--- config.mk ---
export PLATFORM = sky130hd
export DESIGN_NAME = cutrank_top
export DESIGN_NICKNAME = d
export VERILOG_FILES = /design/src/rtl/cutrank_pkg.sv /design/src/rtl/cutrank_key.sv /design/src/rtl/cutrank_keeper.sv /design/src/rtl/cutrank_top.sv
export SDC_FILE = /design/constraint.sdc
export NUM_CORES = 1
export LEC_CHECK = 0
export ABC_AREA = 0
export BUFFER_PORTS_ARGS = -buffer_cell sky130_fd_sc_hd__buf_4
export CORE_MARGIN = 2
export CORE_UTILIZATION = 65
export CTS_BUF_LIST = sky130_fd_sc_hd__clkbuf_2
export DETAILED_ROUTE_END_ITERATION = 10
export PLACE_DENSITY_LB_ADDON = 0.05
export REMOVE_ABC_BUFFERS = 1
export SLEW_MARGIN = 30
export SYNTH_ARGS = -nofsm -noshare
export SYNTH_HDL_FRONTEND = slang
export SYNTH_SLANG_ARGS = --single-unit
--- constraint.sdc ---
create_clock -name clk -period 18.9 [get_ports clk]
set_input_delay 1.89 -clock clk [delete_from_list [all_inputs] [get_ports clk]]
set_output_delay 1.89 -clock clk [all_outputs]
set_load 0.005 [all_outputs]
--- src/rtl/cutrank_pkg.sv ---
package cutrank_pkg;
  localparam int NSLOT  = 5;
  localparam int LBL_W  = 8;
  localparam int SIZE_W = $clog2(NSLOT + 1);
  localparam int SUM_W  = LBL_W + $clog2(NSLOT);

  typedef logic [LBL_W-1:0] label_t;
  typedef label_t slot_arr_t [NSLOT];

  typedef struct packed {
    label_t              max_lbl;
    logic [SIZE_W-1:0]   size;
    logic [SUM_W-1:0]    sum;
  } cut_key_t;

  // Reduce gated slot labels into the three ranking keys.
  function automatic cut_key_t key_from_slots(input slot_arr_t s, input logic [NSLOT-1:0] m);
    cut_key_t k;
    k = '0;
    for (int i = 0; i < NSLOT; i++) begin
      if (m[i]) begin
        if (s[i] > k.max_lbl) k.max_lbl = s[i];
        k.size = k.size + SIZE_W'(1);
        k.sum  = k.sum + SUM_W'(s[i]);
      end
    end
    return k;
  endfunction

  // Strict lexicographic order: max label, then size, then sum.
  function automatic logic key_better(input cut_key_t a, input cut_key_t b);
    if (a.max_lbl != b.max_lbl) return a.max_lbl < b.max_lbl;
    if (a.size != b.size)       return a.size < b.size;
    return a.sum < b.sum;
  endfunction

  function automatic label_t label_step(input label_t l);
    if (l == '1) return l;
    return l + label_t'(1);
  endfunction
endpackage

--- src/rtl/cutrank_key.sv ---
module cutrank_key
  import cutrank_pkg::*;
(
  input  logic [NSLOT*LBL_W-1:0] lbls,
  input  logic [NSLOT-1:0]       mask,
  output cut_key_t               key
);
  slot_arr_t gated;

  for (genvar g = 0; g < NSLOT; g++) begin : g_slot
    assign gated[g] = mask[g] ? lbls[g*LBL_W +: LBL_W] : '0;
  end

  always_comb key = key_from_slots(gated, mask);
endmodule

--- src/rtl/cutrank_keeper.sv ---
module cutrank_keeper
  import cutrank_pkg::*;
#(
  parameter int IDX_W = 8
) (
  input  logic             clk,
  input  logic             rst_n,
  input  logic             beat,
  input  logic             eligible,
  input  logic             last,
  input  cut_key_t         cand_key,
  input  logic [IDX_W-1:0] cand_idx,
  output logic             take,
  output logic             have_best,
  output logic [IDX_W-1:0] best_idx
);
  cut_key_t best_key;

  assign take = beat && eligible && (!have_best || key_better(cand_key, best_key));

  always_ff @(posedge clk) begin
    if (!rst_n) begin
      have_best <= 1'b0;
      best_idx  <= '0;
      best_key  <= '0;
    end else if (beat) begin
      if (last) begin
        have_best <= 1'b0;
        best_idx  <= '0;
        best_key  <= '0;
      end else if (take) begin
        have_best <= 1'b1;
        best_idx  <= cand_idx;
        best_key  <= cand_key;
      end
    end
  end

  // a rejected cut leaves the stored best untouched
  p_reject_holds_r6: assert property (@(posedge clk) disable iff (!rst_n)
    (beat && !eligible && !last) |=> ($stable(have_best) && $stable(best_idx)));

  // after any mid-node beat the stored best is not worse than the offered cut
  p_best_not_worse_r2: assert property (@(posedge clk) disable iff (!rst_n)
    (beat && eligible && !last) |=> (have_best && !key_better($past(cand_key), best_key)));
endmodule

--- src/rtl/cutrank_top.sv ---
module cutrank_top
  import cutrank_pkg::*;
#(
  parameter int IDX_W = 8
) (
  input  logic                   clk,
  input  logic                   rst_n,
  input  logic                   in_valid,
  input  logic                   in_last,
  input  logic [NSLOT*LBL_W-1:0] in_labels,
  input  logic [NSLOT-1:0]       in_mask,
  input  logic                   in_feasible,
  input  logic [LBL_W-1:0]       fanin_max_label,
  output logic                   done,
  output logic [IDX_W-1:0]       sel_index,
  output logic [LBL_W-1:0]       node_label,
  output logic                   none_feasible
);
  cut_key_t         cand_key;
  logic             eligible;
  logic             take;
  logic             have_best;
  logic [IDX_W-1:0] best_idx;
  logic [IDX_W-1:0] beat_cnt;
  logic             mid_node;
  label_t           fanin_q;
  label_t           fanin_eff;
  logic             any_ok;
  logic             last_beat;

  cutrank_key i_key (
    .lbls (in_labels),
    .mask (in_mask),
    .key  (cand_key)
  );

  assign eligible  = in_feasible && (|in_mask);
  assign last_beat = in_valid && in_last;

  cutrank_keeper #(.IDX_W(IDX_W)) i_keeper (
    .clk       (clk),
    .rst_n     (rst_n),
    .beat      (in_valid),
    .eligible  (eligible),
    .last      (in_last),
    .cand_key  (cand_key),
    .cand_idx  (beat_cnt),
    .take      (take),
    .have_best (have_best),
    .best_idx  (best_idx)
  );

  assign fanin_eff = mid_node ? fanin_q : fanin_max_label;
  assign any_ok    = take || have_best;

  always_ff @(posedge clk) begin
    if (!rst_n) begin
      done          <= 1'b0;
      sel_index     <= '0;
      node_label    <= '0;
      none_feasible <= 1'b0;
      beat_cnt      <= '0;
      mid_node      <= 1'b0;
      fanin_q       <= '0;
    end else begin
      done <= 1'b0;
      if (in_valid) begin
        if (!mid_node) fanin_q <= fanin_max_label;
        if (in_last) begin
          done          <= 1'b1;
          sel_index     <= take ? beat_cnt : (have_best ? best_idx : '0);
          none_feasible <= !any_ok;
          node_label    <= any_ok ? fanin_eff : label_step(fanin_eff);
          beat_cnt      <= '0;
          mid_node      <= 1'b0;
        end else begin
          beat_cnt <= beat_cnt + IDX_W'(1);
          mid_node <= 1'b1;
        end
      end
    end
  end

  // a last beat produces the strobe on the next cycle
  p_done_after_last_r9: assert property (@(posedge clk) disable iff (!rst_n)
    last_beat |=> done);

  // no strobe without a last beat
  p_no_stray_done_r9: assert property (@(posedge clk) disable iff (!rst_n)
    !last_beat |=> !done);

  // state is empty while a result is shown
  p_clear_on_result_r10: assert property (@(posedge clk) disable iff (!rst_n)
    done |-> (!have_best && !mid_node && beat_cnt == '0));

  // an empty result reports index zero
  p_empty_index_r7: assert property (@(posedge clk) disable iff (!rst_n)
    (done && none_feasible) |-> (sel_index == '0));

  // the captured fan-in maximum holds through the rest of the node
  p_fanin_hold_r8: assert property (@(posedge clk) disable iff (!rst_n)
    (in_valid && mid_node) |=> $stable(fanin_q));
endmodule

Word level (Yosys, flattened, before mapping). Index checks and enable logic that the tools add are counted.

$add $sub $neg: 10. Magnitude comparators: 8. Equal/unequal tests: 3. Multiplexer cells: 41. Reductions and logical operators: 12.

Operator list (number): $mux W22 (7); $mux W8 (19); $add A11 B8 Y11 (4); $gt A8 B8 Y1 (4); $add A8 B1 Y8 const B (2); $mux W1 (15); $add A3 B1 Y3 const B (4); $lt A11 B11 Y1 (1); $eq A8 B8 Y1 const B (1); $gt A8 B1 Y1 const B (1); $lt A8 B8 Y1 (1); $ne A8 B8 Y1 (1); $reduce_and A2 Y1 (3); $reduce_or A5 Y1 (1); $logic_and A1 B1 Y1 (3); $lt A3 B3 Y1 (1); $ne A3 B3 Y1 (1); $logic_not A1 Y1 (2); $logic_or A1 B1 Y1 (2); $reduce_bool A2 Y1 (1).

Flip-flop bits (word level): 66. Input bits: 58. Logic and storage cells: 86.

Longest topological paths before layout.
Depth after elaboration: 25. Gate-level depth with buffers: 51. Gate-level depth less buffers: 44.

Cells and area by module. From an unflattened synthesis, not the netlist that was laid out.

Cells, all modules: 836. Area total of the unflattened synthesis: 6845.3 sq um.

By module, submodules not included: cutrank_key (times used 1, cells each 485, area each 3498.4 sq um, seq. area each 0.0 sq um); cutrank_top (times used 1, cells each 196, area each 1774.2 sq um, seq. area each 700.7 sq um); cutrank_keeper (times used 1, cells each 155, area each 1572.8 sq um, seq. area each 620.6 sq um).

Least setup slack after synthesis. No wires, ideal clock.

Path type: input port to flip-flop. Start: in in_mask[1]. End: reg i_keeper.best_key[14] in the netlist's numbering. Arrival: 10357 ps. Data required time: 18783 ps. Path slack: 8425 ps. Stages: 49. Path buffers: 9. Cells stage by stage: clkbuf_8 -> clkbuf_1 -> clkbuf_1 -> and2_1 -> ha_1 -> nand4_1 -> nor2_1 -> nor2_2 -> o21a_1 -> buf_2 -> buf_1 -> a21oi_1 -> ha_1 -> nor2b_1 -> o21a_1 -> o21ai_0 -> a21oi_1 -> o221ai_2 -> (+13 left out) -> nor2b_1 -> o21ai_0 -> nand2b_1 -> a21oi_1 -> o21ai_0 -> o211ai_1 -> clkbuf_1 -> o21ai_0 -> ha_1 -> nand4_1 -> or2_2 -> nand3b_1 -> a2111oi_2 -> o31a_1 -> nor2_1 -> buf_2 -> o211a_1 -> a32o_1.

Cells in the longest elaborated chain, start to end: 22. Elaborated cells on any way between the ends: 41.

RTL lines: from (decl) (RTL line cutrank_top.sv:11) `input logic [NSLOT-1:0] in_mask,`; $mux W8 (RTL line cutrank_key.sv:11) `assign gated[g] = mask[g] ? lbls[g*LBL_W +: LBL_W] : '0;`; $gt A8 B8 Y1 (RTL line cutrank_pkg.sv:22) `if (s[i] > k.max_lbl) k.max_lbl = s[i];`; $mux W8 (RTL line cutrank_pkg.sv:22); $mux W22 (RTL line cutrank_pkg.sv:21) `if (m[i]) begin`; $gt A8 B8 Y1 (RTL line cutrank_pkg.sv:22); $mux W8 (RTL line cutrank_pkg.sv:22); $mux W22 (RTL line cutrank_pkg.sv:21); $gt A8 B8 Y1 (RTL line cutrank_pkg.sv:22); (+6 left out); $mux W1 (RTL line cutrank_pkg.sv:32) `if (a.max_lbl != b.max_lbl) return a.max_lbl < b.max_lbl;`; $mux W1 (RTL line cutrank_pkg.sv:33) `if (a.size != b.size) return a.size < b.size;`; $mux W1 (RTL line cutrank_pkg.sv:34) `return a.sum < b.sum;`; $mux W1 (RTL line cutrank_pkg.sv:33); $logic_or A1 B1 Y1 (RTL line cutrank_keeper.sv:19) `assign take = beat && eligible && (!have_best || key_better(cand_key, best_key));`; $logic_and A1 B1 Y1 (RTL line cutrank_keeper.sv:19); $reduce_bool A2 Y1 (no source line); $reduce_and A2 Y1 (no source line); to (signal assigned) (RTL line cutrank_keeper.sv:34) `best_key <= cand_key;`; to (decl) (RTL line cutrank_keeper.sv:17) `cut_key_t best_key;`.

Parallel ways exist; a longest one is shown, timed or not. The select of a mux whose other input is x is not followed. A chain may end at the register's enable or synchronous reset.

Worst setup path in the final report.
Start: in in_mask[1]. End: reg i_keeper.best_key[15] in the netlist's numbering.

Same word-level chain as after synthesis.

==> flow_summary.toml <==
[setup_path]
reg2reg_to = "i_keeper.best_key[15]"
critical_path_required_ps = 19410
criticalPathCategory = "in2reg"
critPathLaunchType = "primary input"
worstPathArrival_ps = 11970
rr_worst_depth = 11
r2r_slack_ps = 15660
slowest_delay_ps = 660
crit_fanout = 30
critPathCaptureType = "flip-flop"
r2r_start = "i_keeper.best_key[20]"
slowest_stage = "a21oi_2"

[synthesis]
ys_warn_count = 0
synthAdderAreaFrac_pct = 17.7
synthArstFlopShare_pct = 0
netlist_top_cells_area = "dfxtp_1, ha_1, o21ai_0"
syn-instance-count = 890
synth-xor-area-share_pct = 3.40
postSynthAreaPerCell_sq_um = 7.81
ys_top_cells_by_count = "ha_1, nand2_1, nor2_1"
ys_ff_latch = 66
synth_mux_area_share_pct = 4.64
seq_area_frac_synth_pct = 19.0
synth_largest_area_cell = "dfxtp_1"
synth.most_common_cell = "ha_1"
ys.flop_type = "dfxtp_1"
yosysTopAreaCellShare_pct = 19.0
syn-cell-area_sq_um = 6950
synth_compound_gate_area_share_pct = 28.7
synth_top_family_by_area = "compound AO/OA/AOI/OAI gates"
synthSimpleGateAreaFrac_pct = 20.4
synth_edf_count = 0
ys_types = 76

[routing]
drtPass1Iterations = 6
via_per_inst = 6.27
wl_microns = 18800
drtIter0Drc = 529
routedWlPerCell_microns = 17.4
drc = 0
vias = 6768
drtAntennaViolNets = 0

[timing]
worst_pin_slew_ps = 800
setup_violations = 0
fin_crit_sh_pct = 60.6
fin_ws_ps = 7450
rsz0062_at_grt = "no"
setup-tns-final_ps = 0
clock-skew-final_ps = 20.1
timing.final.crit_period_ps = 11450
max_freq_mhz = 87.3
hold_viol = 0
slew_headroom_pct = 46.7
slew_violations = 0

[die]
coreArea_sq_um = 10400
initial_core_util_pct = 67.0
fp.dieW_microns = 107
io_pins = 76
die_area_sq_um = 11500
die_h_microns = 107
row_count = 37

[min_path]
worstHoldEndpoint = "sel_index[4]"
hold_path_depth = 2
hp-class = "reg2reg"
worstHoldStart = "sel_index[4]"

[layout]
nets = 1092
antenna_cells = 0
area_growth_pct = 10.7
fill_cells = 787
utilization_pct = 74.2
drive_gt1_share_pct = 14.1

[grt]
grt_antenna_before_repair = 0
grt_use_total_pct = 33.4
grt_pass1_wl_microns = 31000
grt_max_degree = 63
grt_overflow = 0
grt_pass1_vias = 6544

[clock_network]
cts_sinks = 66
cts_buffers = 9
cts_buffer_depth = 2
tritoncts = "yes"
htree_levels = 3
root_buffer = "clkbuf_2"
insertion_delay_ps = 580
post_cts_resized = 0
cts_setup_buffers = 0
holdBufCountCts = 0
clkTransAtPathRegs_ps = 210

[place]
routabilityCongestion = 0.966
dp_slack_ps = 6960
hpwlAfterDp_microns = 14800
io_buffers = 75

[run_status]
status = "finished clean"

[power_and_ir_drop]
leakagePower_nw = 3.45
vdd_ir_drop_max_mv = 0.0561
powerDensity_nw_per_um2 = 67.5

[job]
timing.max_cap.violations = 0
==> final cells by class <==
| cell class | count | area (sq um) | share of cell area (%) |
|---|---|---|---|
| Clock buffer | 9 | 45.0 | 0.585 |
| Sequential cell | 66 | 1320 | 17.2 |
| Multi-Input combinational cell | 719 | 5210 | 67.7 |
| Clock inverter | 7 | 124 | 1.61 |
| Timing Repair Buffer | 78 | 586 | 7.61 |
| Inverter | 64 | 240 | 3.12 |
| Tap cell | 136 | 170 | 2.21 |
==> per-stage QoR <==
step	total power [mW]	hold WS [ps]	cell area [sq um]	cells
6_report	0.519	477	7700	1079
3_5_place_dp	0.397	445	7530	1063
5_1_grt	0.556	504	7700	1079
4_1_cts	0.515	481	7700	1079
3_3_place_gp	0.384	438	7510	1062
2_1_floorplan	0.328	443	6760	849
==> how the worst max path moves through the flow <==
stage | from | to | slack, ps | depth (start not counted)
after floorplan | in_mask[1] | i_keeper.best_key[7] | 8010 | 41
after global placement | in_mask[1] | i_keeper.best_key[7] | 7420 | 44
after detailed placement | in_mask[1] | i_keeper.best_key[4] | 6960 | 44
final | in_mask[1] | i_keeper.best_key[15] | 7450 | 45
after global routing | in_mask[1] | i_keeper.best_key[2] | 6700 | 45
after CTS | in_mask[1] | i_keeper.best_key[4] | 7570 | 44
==> cells by family after synthesis <==
logic type	Yosys count
AOI/OAI and AO/OA	283
xor gates and xnor gates	27
adders and majority gates	96
buffers and inverters	105
DFF	66
muxes	31
and+or+nand+nor	282
==> cells in the final DEF, fill, tap and decap left out, drive strengths merged, types with 12 or more instances in the layout <==
cell type and count:
a211oi 14, a21o 18, a21oi 54, a22oi 25
and2 37, buf 78, dfxtp 66, ha 92
inv 67, mux2i 21, nand2 71, nand3 17
nand4 13, nor2 72, nor2b 29, o21a 12
o21ai 59, xnor2 13, xor2 14
==> worst max-delay path, delay by kind of cell <==
kind / cells / cell delay, ps
buf+inv: 3 / 780
fa+ha+maj: 5 / 1530
compound gates: 23 / 5600
simple gates: 14 / 2150
==> flip-flops by register name (all words and copies together) (netlist names) <==
signal              count
fanin_q                 8
none_feasible           1
done                    1
i_keeper.best_idx       8
node_label              8
mid_node                1
sel_index               8
i_keeper.have_best      1
i_keeper.best_key      22
beat_cnt                8
==> routing by layer <==
| layer | global-route usage [%] | routed length, microns | vias up |
|---|---|---|---|
| met3 | 4.72 | 1050 | 37 |
| met5 | 0 | 0 | - |
| met2 | 56.7 | 8950 | 211 |
| met4 | 12.0 | 449 | 0 |
| li1 | - | - | 3334 |
| met1 | 43.1 | 8310 | 3186 |
==> where the power goes <==
part	switching [mW]	leakage (nW)	internal [mW]
Combinational	0.146	2.82	0.107
Clock	0.0598	0.0935	0.0583
Sequential	0.00370	0.536	0.145
Total	0.210	3.45	0.310
Power figures use the tool's default switching activity.
